<file path="config.mk">
export PLATFORM = sky130hd
export DESIGN_NAME = pit_bank
export DESIGN_NICKNAME = d
export VERILOG_FILES = /design/src/rtl/pit_pkg.sv /design/src/rtl/pit_prescaler.sv /design/src/rtl/pit_channel.sv /design/src/rtl/pit_bank.sv
export SDC_FILE = /design/constraint.sdc
export NUM_CORES = 1
export LEC_CHECK = 0
export BUFFER_PORTS_ARGS = -buffer_cell sky130_fd_sc_hd__buf_2
export CAP_MARGIN = 40
export CORE_ASPECT_RATIO = 1.5
export CORE_MARGIN = 3
export CORE_UTILIZATION = 63
export CTS_CLUSTER_DIAMETER = 150
export DETAILED_ROUTE_END_ITERATION = 10
export HOLD_SLACK_MARGIN = 0.05
export PLACE_DENSITY = 0.77
export SLEW_MARGIN = 20
export SYNTH_ARGS = -nofsm -noshare
export SYNTH_HDL_FRONTEND = slang
export SYNTH_SLANG_ARGS = --single-unit
</file>
<file path="constraint.sdc">
create_clock -name clk -period 3.26 [get_ports clk]
set_clock_uncertainty 0.05 [all_clocks]
set_input_delay 0.652 -clock clk [delete_from_list [all_inputs] [get_ports clk]]
set_output_delay 0.652 -clock clk [all_outputs]
set_load 0.05 [all_outputs]
</file>
<file path="src/rtl/pit_pkg.sv">
package pit_pkg;

    localparam int SRC_N  = 4;
    localparam int SRCW   = 2;
    localparam int EXPW   = 3;
    localparam int DIVW   = (1 << EXPW) - 1;
    localparam int CTRLW  = 8;
    localparam int CH_BASE   = 4;
    localparam int CH_STRIDE = 4;
    localparam int ADDR_IEN  = 0;
    localparam int ADDR_STAT = 1;

    typedef struct packed {
        logic            oneshot;
        logic [EXPW-1:0] pexp;
        logic [SRCW-1:0] src;
        logic            reload;
        logic            en;
    } pit_ctrl_t;

    localparam pit_ctrl_t CTRL_RST = '{oneshot: 1'b0, pexp: '0, src: 2'd1,
                                       reload: 1'b0, en: 1'b0};

    typedef enum logic [1:0] {
        OFS_CTRL = 2'd0,
        OFS_IVAL = 2'd1,
        OFS_CNT  = 2'd2
    } pit_ofs_e;

    function automatic int unsigned ch_addr(input int unsigned c, input pit_ofs_e o);
        return CH_BASE + CH_STRIDE * c + int'(o);
    endfunction

    function automatic logic [DIVW-1:0] div_mask(input logic [EXPW-1:0] e);
        return ~({DIVW{1'b1}} << e);
    endfunction

endpackage

</file>
<file path="src/rtl/pit_prescaler.sv">
module pit_prescaler
    import pit_pkg::*;
(
    input  logic             clk,
    input  logic             rst,
    input  logic [SRC_N-1:0] src_tick,
    input  logic [SRCW-1:0]  src_sel,
    input  logic [EXPW-1:0]  pexp,
    input  logic             restart,
    output logic             cnt_en
);
    logic [DIVW-1:0] div_q;
    logic            sel_tick;
    logic [DIVW-1:0] mask;

    assign sel_tick = src_tick[src_sel];
    assign mask     = div_mask(pexp);
    assign cnt_en   = sel_tick && ((div_q & mask) == mask);

    always_ff @(posedge clk) begin
        if (rst || restart) begin
            div_q <= '0;
        end else if (sel_tick) begin
            div_q <= div_q + 1'b1;
        end
    end

    // a divider that did not tick cannot leave its restart value behind
    a_r5_div_holds: assert property (@(posedge clk) disable iff (rst)
        (!sel_tick && !restart) |=> $stable(div_q));
endmodule

</file>
<file path="src/rtl/pit_channel.sv">
module pit_channel
    import pit_pkg::*;
#(
    parameter int CW = 32,
    parameter int DW = 32
) (
    input  logic             clk,
    input  logic             rst,
    input  logic [SRC_N-1:0] src_tick,
    input  logic             ctrl_wr,
    input  logic             ival_wr,
    input  logic [DW-1:0]    wdata,
    output pit_ctrl_t        ctrl_q,
    output logic [CW-1:0]    ival_q,
    output logic [CW-1:0]    cnt_q,
    output logic             expire
);
    pit_ctrl_t     wr_ctrl;
    logic          cnt_en;
    logic          sel_tick;
    logic          at_end;

    assign wr_ctrl  = pit_ctrl_t'(wdata[CTRLW-1:0]);
    assign sel_tick = src_tick[ctrl_q.src];
    assign at_end   = (cnt_q <= CW'(1));
    assign expire   = !ctrl_wr && ctrl_q.en && cnt_en && at_end;

    pit_prescaler u_presc (
        .clk      (clk),
        .rst      (rst),
        .src_tick (src_tick),
        .src_sel  (ctrl_q.src),
        .pexp     (ctrl_q.pexp),
        .restart  (ctrl_wr),
        .cnt_en   (cnt_en)
    );

    always_ff @(posedge clk) begin
        if (rst) begin
            ctrl_q <= CTRL_RST;
            ival_q <= '0;
            cnt_q  <= '0;
        end else begin
            if (ival_wr) begin
                ival_q <= wdata[CW-1:0];
            end
            if (ctrl_wr) begin
                ctrl_q        <= wr_ctrl;
                ctrl_q.reload <= 1'b0;
                if (wr_ctrl.reload) begin
                    cnt_q <= ival_q;
                end
            end else if (ctrl_q.en && cnt_en) begin
                if (at_end) begin
                    if (ctrl_q.oneshot) begin
                        cnt_q     <= '0;
                        ctrl_q.en <= 1'b0;
                    end else begin
                        cnt_q <= ival_q;
                    end
                end else begin
                    cnt_q <= cnt_q - 1'b1;
                end
            end
        end
    end

    // without a selected tick or while disabled the count holds
    a_r4_no_tick_hold: assert property (@(posedge clk) disable iff (rst)
        (!ctrl_wr && !sel_tick) |=> $stable(cnt_q));
    a_r7_disabled_hold: assert property (@(posedge clk) disable iff (rst)
        (!ctrl_wr && !ctrl_q.en) |=> $stable(cnt_q));
    a_r7_decrement: assert property (@(posedge clk) disable iff (rst)
        (!ctrl_wr && ctrl_q.en && cnt_en && cnt_q > CW'(1)) |=> (cnt_q == $past(cnt_q) - CW'(1)));
    // reload strobe copies interval
    a_r6_reload: assert property (@(posedge clk) disable iff (rst)
        (ctrl_wr && wr_ctrl.reload) |=> (cnt_q == $past(ival_q)));
    // periodic expiry reloads
    a_r8_periodic: assert property (@(posedge clk) disable iff (rst)
        (expire && !ctrl_q.oneshot) |=> (cnt_q == $past(ival_q) && ctrl_q.en));
    // one-shot expiry stops
    a_r9_oneshot: assert property (@(posedge clk) disable iff (rst)
        (expire && ctrl_q.oneshot) |=> (!ctrl_q.en && cnt_q == '0));
    // reload bit never stored
    a_r3_reload_reads_zero: assert property (@(posedge clk) disable iff (rst)
        ctrl_wr |=> !ctrl_q.reload);
endmodule

</file>
<file path="src/rtl/pit_bank.sv">
module pit_bank
    import pit_pkg::*;
#(
    parameter int NCH = 4,
    parameter int CW  = 32,
    parameter int DW  = 32,
    parameter int AW  = 5
) (
    input  logic           clk,
    input  logic           rst,
    input  logic [3:0]     src_tick,
    input  logic           bus_wr,
    input  logic           bus_rd,
    input  logic [AW-1:0]  bus_addr,
    input  logic [DW-1:0]  bus_wdata,
    output logic [DW-1:0]  bus_rdata,
    output logic           bus_rvalid,
    output logic [NCH-1:0] irq
);
    localparam int LAST_ADDR = CH_BASE + CH_STRIDE * NCH - 1;

    logic [NCH-1:0] ien_q;
    logic [NCH-1:0] stat_q;
    logic [NCH-1:0] expire_vec;
    logic [NCH-1:0] clr_vec;
    logic [DW-1:0]  rd_mux;
    pit_ctrl_t      ctrl_q [NCH];
    logic [CW-1:0]  ival_q [NCH];
    logic [CW-1:0]  cnt_q  [NCH];

    initial begin
        if (LAST_ADDR >= (1 << AW)) $error("address width too small for channel count");
        if (CW > DW) $error("count width exceeds data width");
    end

    for (genvar c = 0; c < NCH; c++) begin : g_ch
        logic ctrl_wr, ival_wr;
        assign ctrl_wr = bus_wr && (bus_addr == AW'(ch_addr(c, OFS_CTRL)));
        assign ival_wr = bus_wr && (bus_addr == AW'(ch_addr(c, OFS_IVAL)));

        pit_channel #(.CW(CW), .DW(DW)) u_ch (
            .clk      (clk),
            .rst      (rst),
            .src_tick (src_tick[SRC_N-1:0]),
            .ctrl_wr  (ctrl_wr),
            .ival_wr  (ival_wr),
            .wdata    (bus_wdata),
            .ctrl_q   (ctrl_q[c]),
            .ival_q   (ival_q[c]),
            .cnt_q    (cnt_q[c]),
            .expire   (expire_vec[c])
        );
    end

    assign clr_vec = (bus_wr && bus_addr == AW'(ADDR_STAT)) ? bus_wdata[NCH-1:0] : '0;
    assign irq     = stat_q & ien_q;

    always_ff @(posedge clk) begin
        if (rst) begin
            ien_q  <= '0;
            stat_q <= '0;
        end else begin
            if (bus_wr && bus_addr == AW'(ADDR_IEN)) begin
                ien_q <= bus_wdata[NCH-1:0];
            end
            stat_q <= (stat_q & ~clr_vec) | expire_vec;
        end
    end

    always_comb begin
        rd_mux = '0;
        if (bus_addr == AW'(ADDR_IEN))  rd_mux = DW'(ien_q);
        if (bus_addr == AW'(ADDR_STAT)) rd_mux = DW'(stat_q);
        for (int c = 0; c < NCH; c++) begin
            if (bus_addr == AW'(ch_addr(c, OFS_CTRL))) rd_mux = DW'(ctrl_q[c]);
            if (bus_addr == AW'(ch_addr(c, OFS_IVAL))) rd_mux = DW'(ival_q[c]);
            if (bus_addr == AW'(ch_addr(c, OFS_CNT)))  rd_mux = DW'(cnt_q[c]);
        end
    end

    always_ff @(posedge clk) begin
        if (rst) begin
            bus_rvalid <= 1'b0;
            bus_rdata  <= '0;
        end else begin
            bus_rvalid <= bus_rd;
            if (bus_rd) begin
                bus_rdata <= rd_mux;
            end
        end
    end

    // written-one bits without a coincident expiry are clear next cycle
    a_r2_w1c: assert property (@(posedge clk) disable iff (rst)
        (|clr_vec) |=> ((stat_q & $past(clr_vec & ~expire_vec)) == '0));
    // an expiry always leaves its bit set
    a_r11_set_wins: assert property (@(posedge clk) disable iff (rst)
        (|expire_vec) |=> ((stat_q & $past(expire_vec)) == $past(expire_vec)));
    // read data follows one cycle after the strobe
    a_r13_rvalid: assert property (@(posedge clk) disable iff (rst)
        bus_rd |=> bus_rvalid);
    // an interrupt line is never high without its status bit
    a_r1_irq_needs_stat: assert property (@(posedge clk) disable iff (rst)
        ((irq & ~stat_q) == '0));
endmodule

</file>
==> flow_summary.yaml, run 1 <==
global_routing:
  grt_use_total_pct: 44.9
  grt.overflow.total: 0
  grt_max_degree: 177
  grt_antenna_before_repair: 0
  grt_first_pass_wirelength_um: 117000
  grt_pass1_vias: 21000
final_layout:
  fin_util_pct: 72.3
  area_growth_pct: 13.0
  seq_area_um2: 7070
  multiInputGateArea_um2: 11200
  drive_gt1_share_pct: 12.0
  diodes: 0
  final_cell_mix: "nand2_1, dfxtp_1, a21oi_1"
  nets: 2669
  layout_commonest_cell: "nand2_1"
  fillers: 2441
synthesis:
  synth_ff_type: "dfxtp_1"
  syn-cell-area_um2: 19400
  ys_seq_area_share_pct: 36.5
  ys_ff_latch: 353
  syn-instance-count: 2590
  synth_edf_count: 0
  synth_warnings: 0
  async_reset_ff_share_pct: 0
  synth.distinct_cells: 81
  synth_nets: 2647
  avgSynthCellArea_um2: 7.48
sta:
  fin_crit_ns: 2.89
  rsz0062_at_grt: "false"
  worst_pin_slew_ns: 0.891
  relSlewSlack_pct: 40.1
  setup_slack_ns: 0.365
  finalSetupTns_ns: 0
  drv_slew: 0
  max_clock_freq_mhz: 345
  setup_violations: 0
  finalCritPeriodShare_pct: 88.8
  finalHoldViolCount: 0
worst_setup_path:
  cp.arrival_ns: 3.27
  r2r_setup_slack_ns: 0.37
  worstSetupEndpointType: "flip-flop"
  crit_required_ns: 3.64
  crit_type: "flip-flop to flip-flop"
  worst_setup_path_start_kind: "flip-flop"
  worstSetupStartpoint: "g_ch[2].u_ch.cnt_q[19]"
  worstPathMaxFanout: 19
  r2r_start: "g_ch[2].u_ch.cnt_q[19]"
floorplan:
  row_count: 78
  initial_core_util_pct: 64.0
  core_area_um2: 30300
  pin_count: 82
  fp.dieArea_um2: 32900
  die_w_um: 149
  die_y_um: 221
placement:
  dp_slack_ns: 0.133
  port_buffers: 81
  place_congestion: 1.09
  dp_hpwl_um: 53900
pwr:
  p_switching_mw: 2.86
  power.density_nw_per_um2: 473
  power_frac_comb_pct: 14.2
  vdd_drop_max_mv: 0.429
  switching_share_pct: 27.7
  clock_power_share_pct: 42.9
  p_seq_share_pct: 42.9
  power.leakage_nw: 7.91
  internal_power_mw: 7.47
clock_tree:
  cts_tree: "done"
  cts_buffers: 36
  cts_sinks: 353
  clk_root_buffer_cell: "clkbuf_16"
  clkTransAtPathRegs_ns: 0.06
  holdBufCountCts: 0
  cts_buffer_depth: 3
  postCtsSetupBuffers: 0
  cts.repair.resized: 0
  clock_latency_ns: 0.54
  htreeDepth: 2
detailed_routing:
  routedWlPerCell_um: 25.1
  drtIter0Drc: 3541
  drc: 0
  ant_nets: 0
  first_pass_iters: 8
  viasPerCell: 7.27
  vias: 22000
  wirelength_um: 76200
flow_run:
  max_cap_viol_count: 0
min_path:
  worstHoldPathType: "input port to flip-flop"
  hp-start: "bus_wdata[21]"
outcome:
  outcome: "finished clean"
==> per-layer routing <==
layer  global-route usage (%)  wire length, um  up-vias
met3                     9.51             9330      433
met4                     28.8             5860        0
met5                        0                0        -
met2                     72.9            35100     1731
li1                         -                -     9623
met1                     53.9            25900    10300
==> cell usage after synthesis (all sizes together), types with 6 or more instances <==
library cell  instances  share of area, %
nand2               497               9.6
a222oi               24               1.2
and2                 14              0.45
o31ai                 7              0.27
a221oi               21              0.95
nor4b                 6              0.30
nor2b                15              0.48
a21o                  9              0.36
o32ai                67               3.0
nor4                 52               1.9
mux2i                12              0.62
buf                  33              0.84
o211ai               11              0.43
xor2                 22               1.0
or4                  15              0.62
or2                   6              0.19
a32oi                44               2.0
a22oi                87               3.4
o22ai                36               1.2
nand2b               16              0.52
o21a                  6              0.23
dfxtp               353                36
and3                 16              0.52
inv                  61               1.2
nor3                102               2.7
a31oi                 7              0.26
a211oi               23               1.0
or3                  19              0.64
a22o                 20              0.90
ha                   12              0.78
nand3                39               1.0
clkbuf              194               3.8
o21ai               179               4.6
mux4                  6              0.70
a21oi               291               7.5
a32o                 31               1.6
xnor2                 9              0.41
nand4                19              0.61
nor2                145               2.8
a21boi               11              0.43
==> power by group through the flow <==
stage | sequential (mW) | combinational (mW) | clock [mW]
2_1_floorplan | 4.58 | 0.823 | 0
3_3_place_gp | 4.52 | 1.36 | 0
3_5_place_dp | 4.53 | 1.40 | 0
4_1_cts | 4.43 | 1.41 | 4.41
5_1_grt | 4.44 | 1.54 | 4.58
6_report | 4.43 | 1.47 | 4.43
==> worst paths after layout <==
path | endpoint | cells past startpoint
setup / recovery | g_ch[2].u_ch.cnt_q[17] | 7
hold / removal | g_ch[2].u_ch.ival_q[21] | 3
hold reg to reg | g_ch[2].u_ch.cnt_q[31] | 2
setup reg to reg | g_ch[2].u_ch.cnt_q[17] | 7
==> worst max-delay path, stage by stage, from the launching register on <==
cell and delay [ns]:
dfxtp_1 0.39, or4_1 0.61, or3_4 0.41, nor4_4 0.48
nor2_1 0.11, buf_4 0.24, a32o_1 0.29, a32o_1 0.20
==> logic make-up after synthesis <==
kind of cell | share of synthesized area [%]
AND/OR/NAND/NOR | 22.9
flip-flops | 36.5
adder cells (fa/ha/maj) | 0.775
buffers and inverters | 5.83
multiplexers | 1.32
XOR/XNOR | 1.40
AO/OA/AOI/OAI | 31.3
==> sequential cells by signal, indices dropped and copies added, names as in the netlist <==
name / count
g_ch.u_ch.cnt_q: 128
g_ch.u_ch.ival_q: 128
bus_rdata: 32
g_ch.u_ch.ctrl_q: 28
g_ch.u_ch.u_presc.div_q: 28
ien_q: 4
stat_q: 4
bus_rvalid: 1
==> area by class of cell <==
type                            instances  area share (%)
Inverter                               62            1.06
Sequential cell                       353            32.3
Clock inverter                         15            1.05
Timing Repair Buffer                  211            7.43
Clock buffer                           44            4.54
Tap cell                              400            2.29
Multi-Input combinational cell       1948            51.3
==> metrics by stage <==
stage                     instance area, um^2  hold slack, ns  total power, mW  std cells
after CTS                               21900           0.355             10.3       3031
final                                   21900           0.379             10.3       3033
after floorplan                         19400           0.392             5.41       2590
after detailed placement                20600           0.416             5.93       2972
after global routing                    21900           0.375             10.6       3033
after global placement                  20600           0.406             5.89       2969
Power figures use the tool's default switching activity.
==> run 2, diff against run 1 <==
==> constraint.sdc (replaced) <==
create_clock -name clk -period 3.26 [get_ports clk]
set_clock_uncertainty 0.05 [all_clocks]
set_input_delay 0.163 -clock clk [delete_from_list [all_inputs] [get_ports clk]]
set_output_delay 0.163 -clock clk [all_outputs]
set_load 0.1 [all_outputs]
==> run 2 against run 1 <==
The flow now finishes with violations (design-rule violations). Utilization is 0.53 points higher. Clock-buffer cell count grew 5. Sequential power is essentially flat. Final cell count up 0.79%. Global-route usage down 0.59 points. Combinational power rose by 5%. First-iteration DRC count down 14%. Via count shrank 0.90%. Critical path type unchanged. Largest power group is now clock. Flip-flop and latch count unchanged. Die area unchanged. Fmax decreased by 2.3%. Non-clock buffer count grew 18.
==> flow_summary.yaml, run 2 (synthesized netlist as in run 1, its figures left out) <==
clock_tree:
  cts_tree: "done"
  clock_latency_ns: 0.55
  postCtsSetupBuffers: 0
  clkTransAtPathRegs_ns: 0.07
  htreeDepth: 2
  cts_buffer_depth: 3
  clk_root_buffer_cell: "clkbuf_16"
  cts_sinks: 353
  cts_buffers: 36
sta:
  relSlewSlack_pct: 33.3
  setup_violations: 0
  finalHoldViolCount: 0
  worst_pin_slew_ns: 1.00
  finalCritPeriodShare_pct: 90.9
  max_clock_freq_mhz: 337
  finalSetupTns_ns: 0
  fin_crit_ns: 2.96
  rsz0062_at_grt: "false"
  drv_slew: 0
worst_setup_path:
  r2r_start: "g_ch[1].u_ch.cnt_q[22]"
  path_delay_family: "simple AND/OR/NAND/NOR gates"
  cp.depth: 7
  r2r_cells: 7
  worstSetupEndpointType: "flip-flop"
  path_cells: "nor2_1 -> nor4b_1 -> nand2_1 -> o31ai_4 -> buf_4 -> a22oi_1 -> o32ai_1"
  worst_setup_path_start_kind: "flip-flop"
  worstSetupStartpoint: "g_ch[1].u_ch.cnt_q[22]"
  critPathBufInv: 1
  crit_type: "flip-flop to flip-flop"
  slowest_stage: "nor4b_1"
  worstPathMaxFanout: 30
  slowest_delay_ns: 0.77
  crit_required_ns: 3.64
  cp.arrival_ns: 3.34
outcome:
  violations: "design-rule violations"
  outcome: "finished with violations"
detailed_routing:
  ant_nets: 0
  viasPerCell: 7.14
  first_pass_iters: 11
  routedWlPerCell_um: 24.8
  drc: 13
  vias: 21800
  drtIter0Drc: 3048
  wirelength_um: 75800
placement:
  dp_hpwl_um: 53000
  placed_cells: 2955
  port_buffers: 81
  place_congestion: 1.08
min_path:
  hp-start: "bus_addr[4]"
  worstHoldPathType: "input port to flip-flop"
  min_path_cells: 4
floorplan:
  pin_count: 82
  row_count: 78
  initial_core_util_pct: 64.0
  die_w_um: 149
  fp.dieArea_um2: 32900
  core_area_um2: 30300
  die_y_um: 221
flow_run:
  max_cap_viol_count: 0
global_routing:
  grt_antenna_before_repair: 2
  grt_use_total_pct: 44.3
  grt_max_degree: 201
  grt_pass1_vias: 20400
  grt_first_pass_wirelength_um: 115000
  grt.overflow.total: 0
final_layout:
  stdcell_count: 3057
  area_growth_pct: 13.8
  final_cell_mix: "nand2_1, dfxtp_1, a21oi_1"
  largestRegisters: "g_ch.u_ch.cnt_q: 128 flops, g_ch.u_ch.ival_q: 128 flops, bus_rdata: 32 flops"
  fillers: 2453
  nets: 2687
  layout_commonest_cell: "nand2_1"
  drive_gt1_share_pct: 11.4
pwr:
  power.density_nw_per_um2: 474
  power.leakage_nw: 7.96
  vdd_drop_max_mv: 0.614
-- run 2: cell count changes in the layout (fill, tap and decap cells not counted), moves of 2 or more --
cell and delta:
buf_4 -10, clkbuf_8 +5, buf_12 -9, dlygate4sd3_1 +35, clkinv_4 +2, bufinv_16 -2
-- run 2: final cells by class --
class	instances	area [um^2]	area share [%]
clock buffer	49	1060	4.82
antenna	1	2.50	0.0114
clock inverter	15	188	0.852
inverter	62	233	1.06
multi-input combinational	1948	11200	50.9
sequential	353	7070	32.1
timing repair buffer	229	1760	7.97
tap	400	500	2.27
-- run 2: repair_timing --
item                      4_1_cts  5_1_grt
hold buffers                   35        0
hold endpoints to repair      171        0
resized for setup               0        0
-- run 2: metal layers --
metal | track usage (%) | share of wire [%]
met5 | 0 | 0
met1 | 52.5 | 35
met3 | 8.73 | 11
met4 | 29.0 | 8.2
met2 | 72.9 | 46
-- run 2: worst register-to-register path: stages (launching register included) --
cell,delay (ns)
dfxtp_1,0.34
nor2_1,0.21
nor4b_1,0.77
nand2_1,0.39
o31ai_4,0.26
buf_4,0.37
a22oi_1,0.18
o32ai_1,0.29
-- run 2: per-stage QoR --
step	cell area, um^2	worst slack (ns)	utilization (%)	total power, mW	hold slack [ns]
after floorplan	19400	0.656	-	5.49	0.249
after detailed placement	20400	0.409	67.4	5.97	0.411
after global placement	20400	0.490	67.3	5.94	0.406
after global routing	22000	0.213	72.8	10.7	0.245
after CTS	22000	0.384	72.7	10.4	0.174
final	22000	0.296	72.8	10.4	0.223
-- run 2: report_power, final --
| part | total, mW | internal, mW | switching (mW) |
|---|---|---|---|
| sequential | 4.43 | 4.37 | 0.0608 |
| combinational | 1.55 | 0.470 | 1.08 |
| clock | 4.45 | 2.61 | 1.85 |
-- run 2: path summary, 6_finish.rpt --
check	to	slack, ns
min reg2reg	ien_q[1]	0.42
max reg2reg	g_ch[1].u_ch.cnt_q[29]	0.30
min	bus_rdata[4]	0.22
max	g_ch[1].u_ch.cnt_q[29]	0.30
